$ cat config.mk
export PLATFORM = sky130hd
export DESIGN_NAME = acc_cpu_core
export DESIGN_NICKNAME = d
export VERILOG_FILES = /design/src/rtl/acc_cpu_pkg.sv /design/src/rtl/acc_cpu_decode.sv /design/src/rtl/acc_cpu_alu.sv /design/src/rtl/acc_cpu_ea.sv /design/src/rtl/acc_cpu_core.sv
export SDC_FILE = /design/constraint.sdc
export NUM_CORES = 1
export LEC_CHECK = 0
export BUFFER_PORTS_ARGS = -buffer_cell sky130_fd_sc_hd__buf_2
export CELL_PAD_IN_SITES_DETAIL_PLACEMENT = 0
export CELL_PAD_IN_SITES_GLOBAL_PLACEMENT = 1
export CORE_MARGIN = 1
export CORE_UTILIZATION = 30
export DETAILED_ROUTE_END_ITERATION = 10
export GPL_TIMING_DRIVEN = 0
export PLACE_DENSITY = 0.63
export SETUP_SLACK_MARGIN = 0.4
export SLEW_MARGIN = 20
export SYNTH_ARGS = -nofsm -noshare
export SYNTH_HDL_FRONTEND = slang
export SYNTH_SLANG_ARGS = --single-unit
$ cat constraint.sdc
create_clock -name clk -period 4.1 [get_ports clk]
set_clock_uncertainty 0.15 [all_clocks]
set_input_delay 0 -clock clk [delete_from_list [all_inputs] [get_ports clk]]
set_output_delay 0 -clock clk [all_outputs]
set_load 0.1 [all_outputs]
$ cat src/rtl/acc_cpu_pkg.sv
package acc_cpu_pkg;

  localparam int unsigned OPC_W   = 6;
  localparam int unsigned IMM_BIT = 5;

  localparam logic [OPC_W-1:0] OPC_LDM = 6'd1;
  localparam logic [OPC_W-1:0] OPC_LDD = 6'd2;
  localparam logic [OPC_W-1:0] OPC_LDI = 6'd3;
  localparam logic [OPC_W-1:0] OPC_LDX = 6'd4;
  localparam logic [OPC_W-1:0] OPC_LDR = 6'd5;
  localparam logic [OPC_W-1:0] OPC_MOV = 6'd6;
  localparam logic [OPC_W-1:0] OPC_STO = 6'd7;
  localparam logic [OPC_W-1:0] OPC_ADD = 6'd8;
  localparam logic [OPC_W-1:0] OPC_SUB = 6'd9;
  localparam logic [OPC_W-1:0] OPC_INC = 6'd10;
  localparam logic [OPC_W-1:0] OPC_DEC = 6'd11;
  localparam logic [OPC_W-1:0] OPC_CMP = 6'd12;
  localparam logic [OPC_W-1:0] OPC_CMI = 6'd13;
  localparam logic [OPC_W-1:0] OPC_JMP = 6'd14;
  localparam logic [OPC_W-1:0] OPC_JPE = 6'd15;
  localparam logic [OPC_W-1:0] OPC_JPN = 6'd16;
  localparam logic [OPC_W-1:0] OPC_IN  = 6'd17;
  localparam logic [OPC_W-1:0] OPC_OUT = 6'd18;
  localparam logic [OPC_W-1:0] OPC_END = 6'd63;

  typedef enum logic [3:0] {
    ST_F_ADDR, ST_F_READ, ST_F_CAPT, ST_F_LOAD, ST_DECODE,
    ST_D_READ, ST_D_CAPT, ST_D_PTR, ST_D_EXEC, ST_D_WRITE,
    ST_IN_WAIT, ST_HALT
  } state_e;

  typedef enum logic [3:0] {
    K_NOP, K_ALU_IMM, K_LDR, K_MOV, K_INC, K_DEC, K_JMP, K_JPE,
    K_JPN, K_IN, K_OUT, K_END, K_MEM
  } kind_e;

  typedef enum logic [1:0] { A_PASS, A_ADD, A_SUB, A_CMP } alu_op_e;

  typedef struct packed {
    kind_e   kind;
    alu_op_e alu;
    logic    indirect;
    logic    indexed;
    logic    store;
  } dec_t;

endpackage

$ cat src/rtl/acc_cpu_decode.sv
module acc_cpu_decode
  import acc_cpu_pkg::*;
(
  input  logic [OPC_W-1:0] opc,
  output dec_t             dec
);

  logic [OPC_W-1:0] base_opc;
  logic             imm_mode;

  assign imm_mode = opc[IMM_BIT];
  assign base_opc = opc & ~(OPC_W'(1) << IMM_BIT);

  always_comb begin
    dec.kind     = K_NOP;
    dec.alu      = A_PASS;
    dec.indirect = 1'b0;
    dec.indexed  = 1'b0;
    dec.store    = 1'b0;
    if (opc == OPC_END) begin
      dec.kind = K_END;
    end else if (imm_mode) begin
      // immediate forms of the arithmetic and compare group
      case (base_opc)
        OPC_ADD: begin dec.kind = K_ALU_IMM; dec.alu = A_ADD; end
        OPC_SUB: begin dec.kind = K_ALU_IMM; dec.alu = A_SUB; end
        OPC_CMP: begin dec.kind = K_ALU_IMM; dec.alu = A_CMP; end
        default: dec.kind = K_NOP;
      endcase
    end else begin
      case (opc)
        OPC_LDM: begin dec.kind = K_ALU_IMM; dec.alu = A_PASS; end
        OPC_LDD: begin dec.kind = K_MEM; dec.alu = A_PASS; end
        OPC_LDI: begin dec.kind = K_MEM; dec.alu = A_PASS; dec.indirect = 1'b1; end
        OPC_LDX: begin dec.kind = K_MEM; dec.alu = A_PASS; dec.indexed = 1'b1; end
        OPC_LDR: dec.kind = K_LDR;
        OPC_MOV: dec.kind = K_MOV;
        OPC_STO: begin dec.kind = K_MEM; dec.store = 1'b1; end
        OPC_ADD: begin dec.kind = K_MEM; dec.alu = A_ADD; end
        OPC_SUB: begin dec.kind = K_MEM; dec.alu = A_SUB; end
        OPC_INC: dec.kind = K_INC;
        OPC_DEC: dec.kind = K_DEC;
        OPC_CMP: begin dec.kind = K_MEM; dec.alu = A_CMP; end
        OPC_CMI: begin dec.kind = K_MEM; dec.alu = A_CMP; dec.indirect = 1'b1; end
        OPC_JMP: dec.kind = K_JMP;
        OPC_JPE: dec.kind = K_JPE;
        OPC_JPN: dec.kind = K_JPN;
        OPC_IN:  dec.kind = K_IN;
        OPC_OUT: dec.kind = K_OUT;
        default: dec.kind = K_NOP;
      endcase
    end
  end

endmodule

$ cat src/rtl/acc_cpu_alu.sv
module acc_cpu_alu
  import acc_cpu_pkg::*;
#(
  parameter int unsigned W = 16
) (
  input  alu_op_e      op,
  input  logic [W-1:0] a,
  input  logic [W-1:0] b,
  output logic [W-1:0] result,
  output logic         equal,
  output logic         acc_we
);

  function automatic logic [W-1:0] f_wrap_add(input logic [W-1:0] x, input logic [W-1:0] y);
    return x + y;
  endfunction

  function automatic logic [W-1:0] f_wrap_sub(input logic [W-1:0] x, input logic [W-1:0] y);
    return x + (~y) + W'(1);
  endfunction

  always_comb begin
    case (op)
      A_ADD:   result = f_wrap_add(a, b);
      A_SUB:   result = f_wrap_sub(a, b);
      A_PASS:  result = b;
      default: result = a;
    endcase
  end

  assign equal  = (a == b);
  assign acc_we = (op != A_CMP);

endmodule

$ cat src/rtl/acc_cpu_ea.sv
module acc_cpu_ea #(
  parameter int unsigned AW = 10
) (
  input  logic          use_index,
  input  logic [AW-1:0] arg,
  input  logic [AW-1:0] ix_low,
  output logic [AW-1:0] ea
);

  function automatic logic [AW-1:0] f_index(input logic [AW-1:0] base, input logic [AW-1:0] off);
    return base + off;
  endfunction

  assign ea = use_index ? f_index(arg, ix_low) : arg;

endmodule

$ cat src/rtl/acc_cpu_core.sv
module acc_cpu_core
  import acc_cpu_pkg::*;
#(
  parameter int unsigned DATA_W = 16
) (
  input  logic                       clk,
  input  logic                       rst_n,
  output logic [DATA_W-OPC_W-1:0]    mem_addr,
  output logic                       mem_rd,
  output logic                       mem_wr,
  output logic [DATA_W-1:0]          mem_wdata,
  input  logic [DATA_W-1:0]          mem_rdata,
  input  logic                       in_valid,
  output logic                       in_ready,
  input  logic [DATA_W-1:0]          in_data,
  output logic                       out_valid,
  output logic [DATA_W-1:0]          out_data,
  output logic                       halted
);

  localparam int unsigned AW = DATA_W - OPC_W;

  state_e            state;
  logic [AW-1:0]     pc;
  logic [AW-1:0]     mar;
  logic [DATA_W-1:0] mdr;
  logic [DATA_W-1:0] cir;
  logic [DATA_W-1:0] acc;
  logic [DATA_W-1:0] ix;
  logic              flag;
  logic              ind_pend;
  logic              out_v;
  logic [DATA_W-1:0] out_d;

  // instruction fields
  logic [OPC_W-1:0]  opc;
  logic [AW-1:0]     arg;
  logic [DATA_W-1:0] imm_ext;
  dec_t              dec;

  assign opc     = cir[DATA_W-1 -: OPC_W];
  assign arg     = cir[AW-1:0];
  assign imm_ext = DATA_W'(arg);

  acc_cpu_decode u_decode (
    .opc (opc),
    .dec (dec)
  );

  // effective address generation
  logic [AW-1:0] ea;

  acc_cpu_ea #(.AW(AW)) u_ea (
    .use_index (dec.indexed),
    .arg       (arg),
    .ix_low    (ix[AW-1:0]),
    .ea        (ea)
  );

  // arithmetic unit: operand comes from memory in the execute state
  logic              exec_from_mem;
  logic [DATA_W-1:0] alu_b;
  logic [DATA_W-1:0] alu_res;
  logic              alu_eq;
  logic              alu_acc_we;

  assign exec_from_mem = (state == ST_D_EXEC);
  assign alu_b         = exec_from_mem ? mdr : imm_ext;

  acc_cpu_alu #(.W(DATA_W)) u_alu (
    .op     (dec.alu),
    .a      (acc),
    .b      (alu_b),
    .result (alu_res),
    .equal  (alu_eq),
    .acc_we (alu_acc_we)
  );

  // named events for assertions
  logic fetch_rd;
  logic data_rd;
  logic store_wr;
  logic in_xfer;
  logic exec_now;

  assign fetch_rd = (state == ST_F_READ);
  assign data_rd  = (state == ST_D_READ);
  assign store_wr = (state == ST_D_WRITE);
  assign in_xfer  = (state == ST_IN_WAIT) && in_valid;
  assign exec_now = exec_from_mem || ((state == ST_DECODE) && (dec.kind == K_ALU_IMM));

  // bus outputs
  assign mem_addr  = mar;
  assign mem_rd    = fetch_rd || data_rd;
  assign mem_wr    = store_wr;
  assign mem_wdata = mdr;
  assign in_ready  = (state == ST_IN_WAIT);
  assign out_valid = out_v;
  assign out_data  = out_d;
  assign halted    = (state == ST_HALT);

  always_ff @(posedge clk or negedge rst_n) begin
    if (!rst_n) begin
      state    <= ST_F_ADDR;
      pc       <= '0;
      mar      <= '0;
      mdr      <= '0;
      cir      <= '0;
      acc      <= '0;
      ix       <= '0;
      flag     <= 1'b0;
      ind_pend <= 1'b0;
      out_v    <= 1'b0;
      out_d    <= '0;
    end else begin
      out_v <= 1'b0;
      if (exec_now) begin
        if (alu_acc_we) acc  <= alu_res;
        else            flag <= alu_eq;
      end
      case (state)
        ST_F_ADDR: begin
          mar   <= pc;
          state <= ST_F_READ;
        end
        ST_F_READ: state <= ST_F_CAPT;
        ST_F_CAPT: begin
          mdr   <= mem_rdata;
          state <= ST_F_LOAD;
        end
        ST_F_LOAD: begin
          cir   <= mdr;
          pc    <= pc + AW'(1);
          state <= ST_DECODE;
        end
        ST_DECODE: begin
          state <= ST_F_ADDR;
          case (dec.kind)
            K_LDR: ix <= imm_ext;
            K_MOV: ix <= acc;
            K_INC: begin
              if (arg[0]) ix  <= ix + DATA_W'(1);
              else        acc <= acc + DATA_W'(1);
            end
            K_DEC: begin
              if (arg[0]) ix  <= ix - DATA_W'(1);
              else        acc <= acc - DATA_W'(1);
            end
            K_JMP: pc <= arg;
            K_JPE: if (flag)  pc <= arg;
            K_JPN: if (!flag) pc <= arg;
            K_IN:  state <= ST_IN_WAIT;
            K_OUT: begin
              out_v <= 1'b1;
              out_d <= acc;
            end
            K_END: state <= ST_HALT;
            K_MEM: begin
              mar      <= ea;
              ind_pend <= dec.indirect;
              if (dec.store) begin
                mdr   <= acc;
                state <= ST_D_WRITE;
              end else begin
                state <= ST_D_READ;
              end
            end
            default: state <= ST_F_ADDR;
          endcase
        end
        ST_D_READ: state <= ST_D_CAPT;
        ST_D_CAPT: begin
          mdr <= mem_rdata;
          if (ind_pend) begin
            ind_pend <= 1'b0;
            state    <= ST_D_PTR;
          end else begin
            state <= ST_D_EXEC;
          end
        end
        ST_D_PTR: begin
          mar   <= mdr[AW-1:0];
          state <= ST_D_READ;
        end
        ST_D_EXEC:  state <= ST_F_ADDR;
        ST_D_WRITE: state <= ST_F_ADDR;
        ST_IN_WAIT: begin
          if (in_valid) begin
            acc   <= in_data;
            state <= ST_F_ADDR;
          end
        end
        ST_HALT: state <= ST_HALT;
        default: state <= ST_F_ADDR;
      endcase
    end
  end

  // ---------------- assertions ----------------
  p_one_access_r3: assert property (@(posedge clk) disable iff (!rst_n)
    !(mem_rd && mem_wr));

  p_fetch_at_pc_r2: assert property (@(posedge clk) disable iff (!rst_n)
    fetch_rd |-> (mem_addr == pc));

  p_pc_step_r2: assert property (@(posedge clk) disable iff (!rst_n)
    (state == ST_F_LOAD) |=> (pc == $past(pc) + AW'(1)));

  p_store_acc_r8: assert property (@(posedge clk) disable iff (!rst_n)
    mem_wr |-> (mem_wdata == acc));

  p_out_strobe_r12: assert property (@(posedge clk) disable iff (!rst_n)
    out_valid |=> !out_valid);

  p_halt_hold_r13: assert property (@(posedge clk) disable iff (!rst_n)
    halted |=> (halted && !mem_rd && !mem_wr));

  p_in_wait_r11: assert property (@(posedge clk) disable iff (!rst_n)
    (in_ready && !in_valid) |=> ($stable(acc) && in_ready));

  p_in_load_r11: assert property (@(posedge clk) disable iff (!rst_n)
    in_xfer |=> (acc == $past(in_data)));

endmodule

==> reports/results.ini <==
[cts]
cts_root_buf=clkbuf_16
cts.path.max_buffers=2
ctsHtreeMaxLevel=3
clock_latency_ns=0.37
cts_sinks=101
cts_made_buffers=9
tritoncts=built
clk_pin_slew_worst_paths_ns=0.08

[cells_and_area]
drive_above_1_share_pct=19.5
seq_area_mm2=0.00253
area_growth_pct=25.2
diodes=0
multi_input_area_mm2=0.00645
mostFrequentLayoutCell=nand2_1
final_cell_mix=148 x nand2_1, 101 x dfrtp_1, 99 x nor2_1, 98 x buf_2
final_area_mm2=0.0114
fillers=3128
nNetsFinal=1399

[routing]
drc=0
detail-route-antenna-nets=0
dr.first_iter.drc_count=1271
first_pass_iters=8
via_per_inst=5.78
via_count=9847
wire_per_inst_um=22.2
postRouteWirelength_um=37800

[power_and_ir_drop]
p_total_uw=9290
power.leakage_uw=0.00490
ir_drop_mv=0.394
p_per_area_mw_per_mm2=813

[setup_path]
end_kind=flip-flop
cp-start-kind=flip-flop
worstPathMaxFanout=5
path_class=flip-flop to flip-flop
reg2reg_to=acc[15]
timing.rr.start=state[0]
ff2ff_path_depth=14
cp.required_ns=4.19
r2r_slack_ns=0.05
arrival_ns=4.14

[floorplan]
die-height_um=176
die-area_mm2=0.0311
fp.dieW_um=176
boundaryPins=82
core_area_mm2=0.0298
start_util_pct=30.6
core.rowCount=63

[min_path]
hold_depth=5
hp-class=input port to flip-flop
hold_path_startpoint=in_valid
worstHoldEndpoint=acc[9]

[synthesis]
ys_seq_area_share_pct=27.7
synth-main-ff-cell=dfrtp_1
avgSynthCellArea_um2=7.92
synth_cell_types=83
ys_ff_latch=101
ys_warn_count=0
synth-edff-count=0
synth_area_mm2=0.00912
postSynthNetCount=1241
netlist_instances=1152
async_flop_share_pct=100

[run_status]
status=complete, no violations

[timing]
hold_violations=0
post-route-period-util_pct=98.7
rsz0062_at_grt=true
relSlewSlack_pct=35.1
min_period_ns=4.05
drv_slew=0
worstMarginPinSlew_ns=0.974
setup_viol=0
holdWs_ns=0.0962
fmax_ghz=0.247

[place]
globalplace.congestion=0.916
dp_hpwl_um=28200
portBuffers=81
dpl_cell_area_mm2=0.0101

[global_route]
grt_pass1_vias=9347
grt.total_usage_pct=24.4
grt_pass1_wl_um=57300
grt_max_degree=74
antenna_found_initial=0
grt_overflow=0

[job]
maxCapViolCount=0

-- critical path, cell delays in order, from the launching register on --
cell and delay (ns):
dfrtp_1 0.43, nor4b_4 0.33, buf_4 0.20, clkbuf_16 0.16, mux2_4 0.35, ha_4 0.18
buf_4 0.14, a211oi_4 0.23, o21bai_2 0.12, o211ai_1 0.46, nor3_1 0.12, or3b_4 0.43
mux2i_2 0.17, nor4_1 0.28, o211ai_1 0.15
-- timing repair --
item,in CTS,in global routing
gates cloned,1,0
endpoints found under the setup margin,21,13
pin swaps,31,39
hold buffers,35,0
buffers inserted,19,10
hold endpoints to repair,133,0
gates resized for setup,51,39
-- synthesized netlist by cell type (21+ instances only) --
master      n  area (um^2)
dfrtp_1   101         2530
a21oi_1    70          350
nor2_1    100          375
mux2i_1    32          320
o21ai_0    71          355
nand3_1    29          145
xnor2_1    21          184
clkbuf_1   53          199
nand2_1   148          556
ha_1       50          626
nor3_1     39          195
inv_1      41          154
-- power breakdown --
group	total (uW)	switching, uW	leakage [uW]	internal [uW]
Combinational	6380	4260	0.00346	2120
Sequential	1950	598	0.00129	1360
Clock	953	462	0.000152	491
-- flip-flops by register name, summed over array words and instances, names as in the netlist --
| name | flops |
|---|---|
| ix | 10 |
| out_data | 16 |
| acc | 16 |
| mem_addr | 10 |
| state | 4 |
| flag | 1 |
| ind_pend | 1 |
| cir | 16 |
| out_valid | 1 |
| mem_wdata | 16 |
| pc | 10 |
-- per-stage QoR --
step,setup WS (ns),std cells,TNS (ns),utilization [%]
6_report,0.0520,1705,0,38.3
5_1_grt,-0.0646,1705,-0.130,38.3
4_1_cts,0.122,1695,0,37.5
3_5_place_dp,-1.06,1624,-5.40,33.9
3_3_place_gp,-1.04,1623,-5.38,33.8
2_1_floorplan,0.124,1152,0,-
-- cell type report --
cell class	count	area share [%]
Buffer	83	3.60
Clock buffer	9	1.97
Clock inverter	7	0.843
Inverter	41	1.35
Multi-Input combinational cell	927	56.5
Sequential cell	101	22.1
Tap cell	390	4.27
Timing Repair Buffer	147	9.34
-- how the worst max path moves through the flow --
stage,start,to,depth (start not counted)
after floorplan,state[2],acc[14],13
after global placement,state[2],acc[15],14
after detailed placement,state[2],acc[15],14
after CTS,state[1],acc[14],14
after global routing,state[0],acc[14],15
final,state[0],acc[15],14
-- cell families after synthesis --
kind of cell / after synthesis / share of synthesized area (%)
and+or+nand+nor: 441 / 23.7
AOI/OAI and AO/OA: 352 / 26.5
buffers and inverters: 124 / 5.75
DFF: 101 / 27.7
adders and majority gates: 54 / 7.74
muxes: 51 / 5.86
xor gates and xnor gates: 29 / 2.78
-- metal layers --
layer	vias up	routed length, um	global-route usage, %
met5	-	0	0
met4	0	1060	8.05
met3	68	2090	3.25
met2	380	17300	38.7
met1	4829	17300	33.9
li1	4570	-	-
Note: power is estimated with default switching activity, not from simulation.
